**src/rtl/slave_fanout_mux.sv**
```systemverilog
module slave_fanout_mux #(
  parameter int N_SLV  = 4,
  parameter int OFS_W  = 6,
  parameter int DATA_W = 32,
  localparam int SEL_W  = (N_SLV > 1) ? $clog2(N_SLV) : 1,
  localparam int ADDR_W = OFS_W + SEL_W
) (
  input  logic                    clk,
  input  logic                    rst_n,
  input  logic [ADDR_W-1:0]       m_addr,
  input  logic [DATA_W-1:0]       m_wr_data,
  input  logic                    m_rd,
  input  logic                    m_wr,
  output logic [DATA_W-1:0]       m_rd_data,
  output logic [1:0]              m_rdy_cnt,
  output logic [1:0]              m_rd_pipe,
  output logic [1:0]              m_wr_pipe,
  output logic [OFS_W-1:0]        s_addr,
  output logic [DATA_W-1:0]       s_wr_data,
  output logic [N_SLV-1:0]        s_rd,
  output logic [N_SLV-1:0]        s_wr,
  input  logic [N_SLV*DATA_W-1:0] s_rd_data,
  input  logic [N_SLV*2-1:0]      s_rdy_cnt,
  input  logic [N_SLV*2-1:0]      s_rd_pipe,
  input  logic [N_SLV*2-1:0]      s_wr_pipe
);

  logic [SEL_W-1:0] slot;
  logic [SEL_W-1:0] sel_q;

  assign slot      = m_addr[ADDR_W-1:OFS_W];
  assign s_addr    = m_addr[OFS_W-1:0];
  assign s_wr_data = m_wr_data;

  for (genvar i = 0; i < N_SLV; i++) begin : g_strobe
    assign s_rd[i] = m_rd && (slot == SEL_W'(i));
    assign s_wr[i] = m_wr && (slot == SEL_W'(i));
  end

  always_ff @(posedge clk) begin
    if (!rst_n)
      sel_q <= '0;
    else if (m_rd || m_wr)
      sel_q <= slot;
  end

  always_comb begin
    m_rd_data = '0;
    m_rdy_cnt = '0;
    for (int i = 0; i < N_SLV; i++) begin
      if (sel_q == SEL_W'(i)) begin
        m_rd_data = s_rd_data[i*DATA_W +: DATA_W];
        m_rdy_cnt = s_rdy_cnt[i*2 +: 2];
      end
    end
  end

  always_comb begin
    m_rd_pipe = 2'd3;
    m_wr_pipe = 2'd3;
    for (int i = 0; i < N_SLV; i++) begin
      if (s_rd_pipe[i*2 +: 2] < m_rd_pipe) m_rd_pipe = s_rd_pipe[i*2 +: 2];
      if (s_wr_pipe[i*2 +: 2] < m_wr_pipe) m_wr_pipe = s_wr_pipe[i*2 +: 2];
    end
  end

endmodule


```
**config.mk**
```make
export PLATFORM = sky130hd
export DESIGN_NAME = slave_fanout_mux
export DESIGN_NICKNAME = d
export VERILOG_FILES = /design/src/rtl/slave_fanout_mux.sv
export SDC_FILE = /design/constraint.sdc
export NUM_CORES = 1
export LEC_CHECK = 0
export ABC_CLOCK_PERIOD_IN_PS = 1100
export BUFFER_PORTS_ARGS = -buffer_cell sky130_fd_sc_hd__clkbuf_2
export CAP_MARGIN = 20
export CELL_PAD_IN_SITES_DETAIL_PLACEMENT = 2
export CELL_PAD_IN_SITES_GLOBAL_PLACEMENT = 2
export CORE_ASPECT_RATIO = 0.5
export CORE_MARGIN = 5
export CORE_UTILIZATION = 10
export DETAILED_ROUTE_END_ITERATION = 16
export GPL_TIMING_DRIVEN = 0
export PLACE_DENSITY = 0.86
export SYNTH_ARGS = -nofsm -noshare
export SYNTH_HDL_FRONTEND = slang
export SYNTH_SLANG_ARGS = --single-unit
```
**constraint.sdc**
```tcl
create_clock -name clk -period 1.1 [get_ports clk]
set_input_delay 0 -clock clk [delete_from_list [all_inputs] [get_ports clk]]
set_output_delay 0 -clock clk [all_outputs]
set_load 0.01 [all_outputs]
```
# [Yosys cells after proc, flatten, opt, wreduce, memory -nomap -nowiden]
# Cells that the tools add are included.
[totals] register_bits=2 latchBits=0 ramBits=0 mem_bits_ro=0 in_bits=196 out_inout_bits=84 elab_cells=42 memories=0
[classes] add_sub_neg=0 n_mul=0 div=0 order_cmp=8 n_eq_ne=6 n_shift=0 mux=16 n_bitwise=0 n_reduce_logical=11
[ops] cell="$mux W32" count=4
[ops] cell="$mux W2" count=12
[ops] cell="$lt A2 B2 Y1" count=6
[ops] cell="$eq A2 B2 Y1 const B" count=4
[ops] cell="$logic_and A1 B1 Y1" count=8
[ops] cell="$eq A2 B1 Y1 const B" count=2
[ops] cell="$logic_not A2 Y1" count=2
[ops] cell="$lt A2 B2 Y1 const B" count=2
[ops] cell="$logic_or A1 B1 Y1" count=1

# [Logic depth before layout (Yosys ltp)]
# Gate-level depths: netlist of run 1.
[logic_depth] ltp_word=8 mapped_depth=7 depth_no_buf=6

# [Least setup slack after synthesis of run 1]
# Ideal clock, no wire load.
[synth_path] kind="register to output" start="reg sel_q[0]" end="out m_rd_data[10]" arrival_time_ns=1.130 slack_ns=-0.030 path_stages_with_launch=4 path_cell_list="dfxtp_1 -> buf_6 -> buf_12 -> mux4_2"
[synth_between] elab_chain_cells=5 elab_cells_between_ends=8 cone_classes="3 x eq/ne; 4 x mux; 1 x reduce/logical"
[synth_rtl] element="from (decl)" line="29" text="logic [SEL_W-1:0] sel_q;"
[synth_rtl] element="from (signal assigned)" line="44" text="sel_q <= slot;"
[synth_rtl] element="$logic_not A2 Y1" line="51" text="if (sel_q == SEL_W'(i)) begin"
[synth_rtl] element="$mux W32 (3 in series)" line="51"
[synth_rtl] element="$mux W32 (*)" line="51"
[synth_rtl] element="to (decl)" line="14" text="output logic [DATA_W-1:0] m_rd_data,"
# Mark *: on every way between the ends. The rest lies on a longest branch, timed or not.

# [Worst setup path in the final report of run 1]
[layout_path] start="reg sel_q[0]" end="out m_rd_data[3]"
# Same word-level chain as after synthesis.

==> results of run 1 <==
-- logic make-up after synthesis --
logic type | after synthesis
buffers and inverters | 58
adders and majority gates | 12
DFF | 2
muxes | 34
AOI/OAI and AO/OA | 12
and+or+nand+nor | 15
-- what timing repair did --
| action | in CTS | in global routing |
|---|---|---|
| gates resized for setup | 27 | 30 |
| setup endpoints to repair | 37 | 38 |
| setup buffers | 5 | 1 |
| gates cloned | 2 | 1 |
| pin swaps | 10 | 9 |
| hold buffers | 0 | 0 |
-- worst max-delay path, stage by stage, from the launching register on --
cell and delay (ps):
dfxtp_2 330, buf_12 150, buf_12 140, mux4_2 570
buf_6 160
-- cells in the final DEF (no fill, tap or decap) --
cell type    n
buf_12       6
buf_8        5
nand2_1      4
ha_1         6
buf_4       43
ha_4         6
inv_2        2
clkbuf_2   227
clkbuf_4     1
o21ai_0      2
dfxtp_2      1
and3b_1      4
inv_1        8
a21oi_1      2
mux4_2      31
buf_6        9
a21boi_1     1
a21boi_0     1
nand2b_1     2
nor3b_1      2
o22a_1       2
clkbuf_16    4
buf_2        2
mux4_1       3
and3_1       2
nor2_1       1
dfxtp_1      1
o22ai_1      2
o22ai_2      2
-- path summary, 6_finish.rpt --
path	start	to	slack, ps
setup reg to reg	sel_q[1]	sel_q[1]	110
hold reg to reg	sel_q[1]	sel_q[1]	850
setup / recovery	sel_q[0]	m_rd_data[3]	-470
hold / removal	rst_n	sel_q[1]	60
-- synthesized netlist by cell type --
cell	n
dfxtp_1	2
nand2_1	4
o21ai_0	2
buf_12	3
a21oi_1	2
and3_1	2
a21boi_0	2
nor2_1	1
mux4_1	5
buf_2	4
inv_1	10
clkbuf_1	2
o22a_1	2
nand2b_1	2
buf_6	1
mux4_2	29
ha_1	12
o22ai_1	4
buf_4	38
and3b_1	4
nor3b_1	2
-- area by class of cell --
type                    count  area (um^2)
repair buffers            248         1400
well taps                 204          255
multi-input cells          73         1190
plain buffers              46          403
clock buffers               3         75.1
inverters                  10         37.5
fillers                  1813        12000
flip-flops and latches      2         41.3
-- power breakdown --
| part | internal [W] | switching (W) | total, W |
|---|---|---|---|
| clock network | 0.000463 | 0.0000846 | 0.000547 |
| logic | 0.000840 | 0.000650 | 0.00149 |
| registers | 0.0000782 | 0.00000226 | 0.0000804 |
| total | 0.00138 | 0.000737 | 0.00212 |
-- stage by stage --
stage                     setup TNS (ps)  util, %  hold WS (ps)  setup WS (ps)
after floorplan                     -604        -          49.5          -22.0
after global placement             -7110     19.7           191           -271
after detailed placement           -8020     19.7           192           -307
after CTS                         -14860     21.7          59.4           -485
after global routing              -15020     22.1          74.0           -491
final                             -13770     22.1          59.0           -472
-- routing by layer --
metal	vias to the layer above	routed length (um)
met5	-	0
met4	0	114
met3	10	894
met2	78	7410
met1	1164	4940
li1	980	-
==> flow_metrics.tcl, run 1 <==
set metrics [dict create \
    grt-ovfl-total 0 \
    synth_simple_gate_area_share_pct 5.99 \
    finish.instance_area_um2 3390 \
    drc 0 \
    final_cells 586 \
    synth-seq-area-share_pct 2.55 \
    synth.distinct_cells 21 \
    status "finished, violations left" \
    drive_gt1_share_pct 88.7 \
    syn_avg_cell_area_um2 11.8 \
    crit_fanout 8 \
    core_um2 15400 \
    placed_area_um2 3030 \
    power_density_nw_per_um2 624 \
    largest_register_ffs 2 \
    wire_per_inst_um 22.8 \
    timing.final.ws_setup_ps -472 \
    required_ps 1100 \
    worstMarginPinSlew_ps 180 \
    clk_pin_slew_worst_paths_ps 30 \
    numCtsBuffers 3 \
    via_per_inst 3.81 \
    via_count 2232 \
    cts_num_sinks 2 \
    fin_crit_sh_pct 143 \
    yosys_warnings 0 \
    grt_pass1_wl_um 18000 \
    routed_wl_um 13400 \
    ys_top_cells_by_area "mux4_2 (42%), buf_4 (18%), ha_1 (9.6%), mux4_1 (8.4%), buf_12 (3.8%)" \
    detail_route.first_pass.iterations 4 \
    fin_nets 592 \
    clk_path_buf_depth 2 \
    slew_violations 0 \
    detail-route-antenna-nets 0 \
    setup_viol 36 \
    gp_congestion 1.07 \
    clockRootBuffer "clkbuf_16" \
    skew_ps 0 \
    grt_usage_pct 13.3 \
    met2_usage_pct 25.0 \
    top_register "sel_q" \
    path_class "reg -> out" \
    slew_headroom_pct 87.9 \
    rows 32 \
    failed_checks "setup timing" \
    drtIter0Drc 68 \
    die_y_um 98.5 \
    crit_path_start_kind "register" \
    use_met1_pct 16.2 \
    area_growth_syn_to_layout_pct 116 \
    top_regs "sel_q x2" \
    antenna_found_initial 0 \
    yosysTopAreaCell "mux4_2" \
    yosys.area_share.adder_pct 9.58 \
    fmax_mhz 636 \
    synth_compound_area_share_pct 4.95 \
    synth-seq-cells 2 \
    synth_top_area_share_pct 41.7 \
    maxCapViolCount 0 \
    post-route-min-period_ps 1570 \
    use_met3_pct 2.72 \
    grt_pass1_vias 2527 \
    start_util_pct 10.2 \
    grt_max_degree 11 \
    synth_top_family_by_area "multiplexers" \
    synth_xor_area_share_pct 0 \
    p_leak_nw 1.79 \
    clk_latency_ps 220 \
    reg2regPathDepth 4 \
    htree_levels 1 \
    syn_inst 133 \
    cp-end-kind "output port" \
    rsz0062_at_grt "true" \
    dieWidth_um 187 \
    dieArea_um2 18400 \
    io_pins 280 \
    synthMuxAreaShare_pct 50.0 \
    ir_drop_v 0.000280 \
    syn_nets 341 \
    portBuffers 241 \
    num_antenna_cells 0 \
    whs_path_depth 2 \
    power_w 0.00212 \
    finalHoldViolations 0 \
    cts_tree "yes" \
    worstPathArrival_ps 1570 \
    syn_area_um2 1570 \
    hold_class "in -> reg" \
    dp_hpwl_um 12000 \
    top_usage_layer "met2" \
    post-place-cells 578 \
]
Power figures use the tool's default switching activity.
==> run 2, diff against run 1 <==
- ABC_AREA: default -> 1
- CTS_BUF_LIST: default -> sky130_fd_sc_hd__clkbuf_16
- PLACE_DENSITY: 0.86 -> 0.95
==> run 2 against run 1 <==
  * The flow still finishes with violations (setup timing)
  * Count of clock-buffer cells in the layout stayed put
  * Cell area rose by 2.0%
  * Clock power down 0.7%
  * First-iteration DRC count decreased by 21%
  * Fmax is 12% higher
  * Via count is 29% higher
  * Final cell count increased by 29%
  * Setup slack gained 170 ps
  * Sequential share of layout area up 0.16 points
  * Non-clock buffer count rose by 10
  * Total power up 1.8%
  * Critical path type unchanged
  * Critical endpoint is now m_rd_data[17]
==> flow_metrics.tcl, run 2 <==
set metrics [dict create \
    status "finished, violations left" \
    failed_checks "setup timing" \
    rows 32 \
    antenna_found_initial 0 \
    post-route-min-period_ps 1400 \
    grt_max_degree 11 \
    cp-endpoint "m_rd_data[17]" \
    top_register "sel_q" \
    ys_async_sr_fraction_pct 0 \
    start_util_pct 10.2 \
    synthFlopType "dfxtp_1" \
    drtIter0Drc 54 \
    skew_ps 0 \
    dieArea_um2 18600 \
    wire_per_inst_um 15.7 \
    syn_area_um2 1580 \
    grt_pass1_wl_um 17900 \
    seq_area_um2 47.5 \
    io_pins 280 \
    crit_fanout 8 \
    numCtsBuffers 3 \
    utilization_pct 22.4 \
    layout_commonest_cell "clkbuf_2" \
    grt_pass1_vias 3439 \
    via_count 2873 \
    syn_inst 296 \
    htree_levels 1 \
    synth_edf_count 0 \
    ys_top_cells_by_area "nand2_1 (35%), buf_4 (21%), nand4_1 (13%), ha_1 (9.5%), inv_1 (4.3%)" \
    fmax_mhz 712 \
    fill_cells 1938 \
    num_antenna_cells 0 \
    rsz0062_at_grt "true" \
    slew_headroom_pct 77.5 \
    dieWidth_um 188 \
    pre_cts_ws_ps -265 \
    worstPathArrival_ps 1400 \
    detail-route-antenna-nets 0 \
    cp-end-kind "output port" \
    ir_drop_v 0.000249 \
    cts_num_sinks 2 \
    path_class "reg -> out" \
    synth-seq-area-share_pct 2.53 \
    gp_congestion 0.825 \
    p_leak_nw 1.98 \
    r2r_setup_slack_ps 360 \
    yosysTopAreaCell "nand2_1" \
    drc 0 \
    setup_viol 34 \
    required_ps 1100 \
    multi_input_area_um2 1200 \
    power_w 0.00216 \
    syn_avg_cell_area_um2 5.35 \
    fin_crit_sh_pct 128 \
    timing.final.ws_setup_ps -305 \
    synth.most_common_cell "nand2_1" \
    drive_gt1_share_pct 63.0 \
    area_growth_syn_to_layout_pct 119 \
    detail_route.first_pass.iterations 4 \
    synth_top_area_share_pct 34.6 \
    critPathLaunch "sel_q[1]" \
    r2r-end "sel_q[1]" \
    via_per_inst 3.81 \
    slew_violations 0 \
    clk_pin_slew_worst_paths_ps 30 \
    core_um2 15500 \
    grt_usage_pct 11.8 \
    grt-ovfl-total 0 \
    final_cell_mix "clkbuf_2 (207), nand2_1 (131), buf_4 (50)" \
    maxCapViolCount 0 \
    top_regs "sel_q x2" \
    dp_hpwl_um 10300 \
    cts_tree "yes" \
    clockRootBuffer "clkbuf_16" \
    synthTopCellsByCount "nand2_1 (146), buf_4 (44), nand4_1 (34)" \
    reg2regPathDepth 3 \
    clk_latency_ps 220 \
    power_density_nw_per_um2 623 \
    worstMarginPinSlew_ps 336 \
    portBuffers 241 \
    largest_register_ffs 2 \
    clk_path_buf_depth 2 \
    hold_class "in -> reg" \
    crit_path_start_kind "register" \
    die_y_um 99.0 \
    yosys_warnings 0 \
    synth-seq-cells 2 \
    routed_wl_um 11800 \
    fin_nets 761 \
    setup-tns-final_ps -8600 \
    finalHoldViolations 0 \
    syn_nets 504 \
    r2r-start "sel_q[1]" \
    synth.distinct_cells 19 \
]
==> run 2: cell types whose count changed after synthesis, moves of 5 or more <==
| cell | change |
|---|---|
| buf_4 | +6 |
| mux4_1 | -5 |
| mux4_2 | -29 |
| nor3_1 | +8 |
| nand2_2 | +5 |
| nand2_1 | +142 |
| nand4_1 | +34 |
| inv_1 | +8 |
==> run 2: worst min-delay path by stage <==
stage	from	to	slack [ps]	depth (start not counted)
global route	rst_n	sel_q[1]	50	3
floorplan	m_addr[6]	s_rd[0]	50	1
detailed placement	m_wr_data[20]	s_wr_data[20]	190	2
finish	rst_n	sel_q[1]	30	3
global placement	m_addr[2]	s_addr[2]	190	2
CTS	rst_n	sel_q[1]	30	3
==> run 2: what timing repair did <==
item,in CTS,in global routing
hold buffers,0,0
setup buffers,8,0
cloned,4,1
resized for setup,38,55
pin swaps,11,11
endpoints found under the setup margin,36,36
==> run 2: cell type report <==
| type | instances | area share, % |
|---|---|---|
| tap | 204 | 7.37 |
| timing repair buffer | 254 | 39.7 |
| multi-input combinational | 221 | 34.7 |
| clock buffer | 3 | 2.17 |
| buffer | 50 | 12.2 |
| sequential | 2 | 1.37 |
| inverter | 21 | 2.49 |
==> run 2: cells by family (layout without fill, tap and decap cells) <==
group | Yosys count | after routing | share of synthesized area, %
and+or+nand+nor | 203 | 203 | 56.7
DFF | 2 | 2 | 2.53
adders and majority gates | 12 | 12 | 9.49
buffers and inverters | 73 | 328 | 29.4
AOI/OAI and AO/OA | 6 | 6 | 1.90
==> run 2: metrics by stage <==
step | instances | area (um^2) | hold slack [ps]
floorplan | 296 | 1580 | 50.7
global placement | 741 | 3040 | 191
detailed placement | 741 | 3040 | 191
CTS | 754 | 3360 | 30.5
global route | 755 | 3460 | 46.1
finish | 755 | 3460 | 25.8
==> run 2: layer usage <==
metal | vias up | part of all wire (%) | GRT usage (%)
li1 | 1418 | - | -
met2 | 83 | 61 | 25.3
met1 | 1354 | 35 | 11.7
met4 | 0 | 2.0 | 3.27
met5 | - | 0 | 0
met3 | 18 | 2.9 | 1.59
==> run 2: power breakdown <==
part | switching [W] | internal, W | total, W | leakage, nW
combinational | 0.000754 | 0.000767 | 0.00152 | 1.93
sequential | 0.0000130 | 0.0000779 | 0.0000909 | 0.0178
clock | 0.0000810 | 0.000462 | 0.000543 | 0.0370
==> run 2: critical path, stage by stage (launching register included) <==
cell	delay, ps
dfxtp_4	360
buf_6	120
nor2_4	110
buf_12	140
buf_8	120
nand2_2	40
nand4_1	120
buf_2	160
==> run 3, diff against run 2 <==
- REMOVE_ABC_BUFFERS: default -> 1
==> run 3 against run 2 <==
  * The flow still finishes with violations (setup timing)
  * Flip-flop and latch count is the same
  * Hold slack lost 26 ps
  * First-iteration DRC count shrank 35%
  * Non-clock buffer count shrank 85
  * Clock power is essentially flat
  * Final cell count shrank 11%
  * Sequential power shrank 2%
  * Count of clock-buffer cells in the layout is the same
  * Critical endpoint is now m_rdy_cnt[0]
  * Largest cell class unchanged
  * Largest power group unchanged
==> flow_metrics.tcl, run 3 (synthesized netlist as in run 2, its figures left out) <==
set metrics [dict create \
    worstMarginPinSlew_ps 224 \
    worstHoldStart "m_wr_data[27]" \
    gp_congestion 0.746 \
    status "finished, violations left" \
    critPathLaunch "sel_q[0]" \
    skew_ps 0 \
    wire_per_inst_um 19.6 \
    hold_class "in -> out" \
    required_ps 1100 \
    via_count 2669 \
    dieArea_um2 18600 \
    fin_crit_sh_pct 123 \
    drtIter0Drc 35 \
    detail-route-antenna-nets 0 \
    final_cell_mix "clkbuf_2 (168), nand2_1 (134), nand4_1 (34)" \
    grt_max_degree 18 \
    r2r-start "sel_q[1]" \
    layout_commonest_cell "clkbuf_2" \
    rows 32 \
    worstPathArrival_ps 1350 \
    drive_gt1_share_pct 56.1 \
    seq_area_um2 47.5 \
    dieWidth_um 188 \
    pre_cts_ws_ps -742 \
    htree_levels 1 \
    final_cells 673 \
    fin_nets 679 \
    portBuffers 203 \
    post-route-min-period_ps 1350 \
    antenna_found_initial 0 \
    post-place-cells 652 \
    p_leak_nw 1.63 \
    grt_pass1_vias 3270 \
    rsz0062_at_grt "true" \
    power_density_nw_per_um2 656 \
    failed_checks "setup timing" \
    start_util_pct 10.2 \
    topRoutingLayerUsed "met5" \
    io_pins 280 \
    dp_hpwl_um 10500 \
    slew_violations 0 \
    core_um2 15500 \
    finalHoldViolations 0 \
    cts_num_sinks 2 \
    area_growth_syn_to_layout_pct 88.9 \
    num_antenna_cells 0 \
    grt-ovfl-total 0 \
    grt_pass1_wl_um 18700 \
    top_regs "sel_q x2" \
    top_register "sel_q" \
    cts_tree "yes" \
    fmax_mhz 740 \
    cp-end-kind "output port" \
    drc 0 \
    die_y_um 99.0 \
    power_w 0.00196 \
    ir_drop_v 0.000296 \
    met3_length_um 1060 \
    maxCapViolCount 0 \
    multi_input_area_um2 1240 \
    grt_usage_pct 13.3 \
    largest_register_ffs 2 \
    clk_latency_ps 220 \
    clk_pin_slew_worst_paths_ps 30 \
    slew_headroom_pct 85.0 \
    path_class "reg -> out" \
    crit_path_start_kind "register" \
    clk_path_buf_depth 2 \
    fill_cells 1948 \
    routed_wl_um 13200 \
    detail_route.first_pass.iterations 4 \
    numCtsBuffers 3 \
    timing.final.ws_setup_ps -252 \
    wl_met2_um 7110 \
    wl_met1_um 4780 \
    setup_viol 34 \
    clockRootBuffer "clkbuf_16" \
    crit_fanout 17 \
    via_per_inst 3.97 \
]
-- run 3: cell count changes in the layout (fill, tap and decap cells not counted), sizes merged --
| cell | delta |
|---|---|
| buf | -46 |
| clkbuf | -39 |
| nor2 | +3 |
-- run 3: where the power goes --
part	internal (W)	leakage (nW)	switching (W)
Clock	0.000462	0.0370	0.0000790
Sequential	0.0000779	0.0178	0.0000116
Combinational	0.000634	1.57	0.000697
-- run 3: final timing paths --
check | depth (start not counted) | end | slack (ps)
worst min register to register | 2 | sel_q[0] | 570
worst min-delay path | 0 | s_wr_data[27] | 0.01
worst max-delay path | 6 | m_rdy_cnt[0] | -250
worst max register to register | 2 | sel_q[1] | 390
-- run 3: cell type report --
| type | instances | area share (%) |
|---|---|---|
| inverter | 21 | 2.89 |
| multi-input combinational | 224 | 41.6 |
| tap | 204 | 8.54 |
| timing repair buffer | 219 | 42.8 |
| sequential | 2 | 1.59 |
| clock buffer | 3 | 2.51 |
-- run 3: through the flow --
stage / hold slack [ps] / cell area (um^2) / TNS [ps] / util (%)
3_3_place_gp: 0.0686 / 2470 / -31120 / 16.0
6_report: 0.0132 / 2990 / -6790 / 19.3
3_5_place_dp: 0.0686 / 2500 / -22650 / 16.2
5_1_grt: 0.0636 / 2990 / -9270 / 19.3
2_1_floorplan: 0 / 1200 / -6290 / -
4_1_cts: 0.0686 / 2870 / -7620 / 18.5
-- run 3: worst max-delay path, stage by stage (launching register included) --
cell      delay, ps
dfxtp_4         360
nand2_1         130
clkinv_4        100
buf_12          160
nand2_1          60
nand4_1         140
buf_2           180
-- run 3: timing repair --
item | 4_1_cts | 5_1_grt
pin swaps | 7 | 19
hold buffers | 0 | 0
cloned | 3 | 1
resized for setup | 19 | 62
setup buffers | 14 | 0
endpoints found under the setup margin | 36 | 36
endpoints found under the hold margin | 0 | 0
-- run 3: routing by layer --
layer	track usage (%)	up-vias
li1	-	1255
met1	13.5	1317
met2	25.0	81
met3	5.84	14
met4	2.65	2
met5	4.62	-
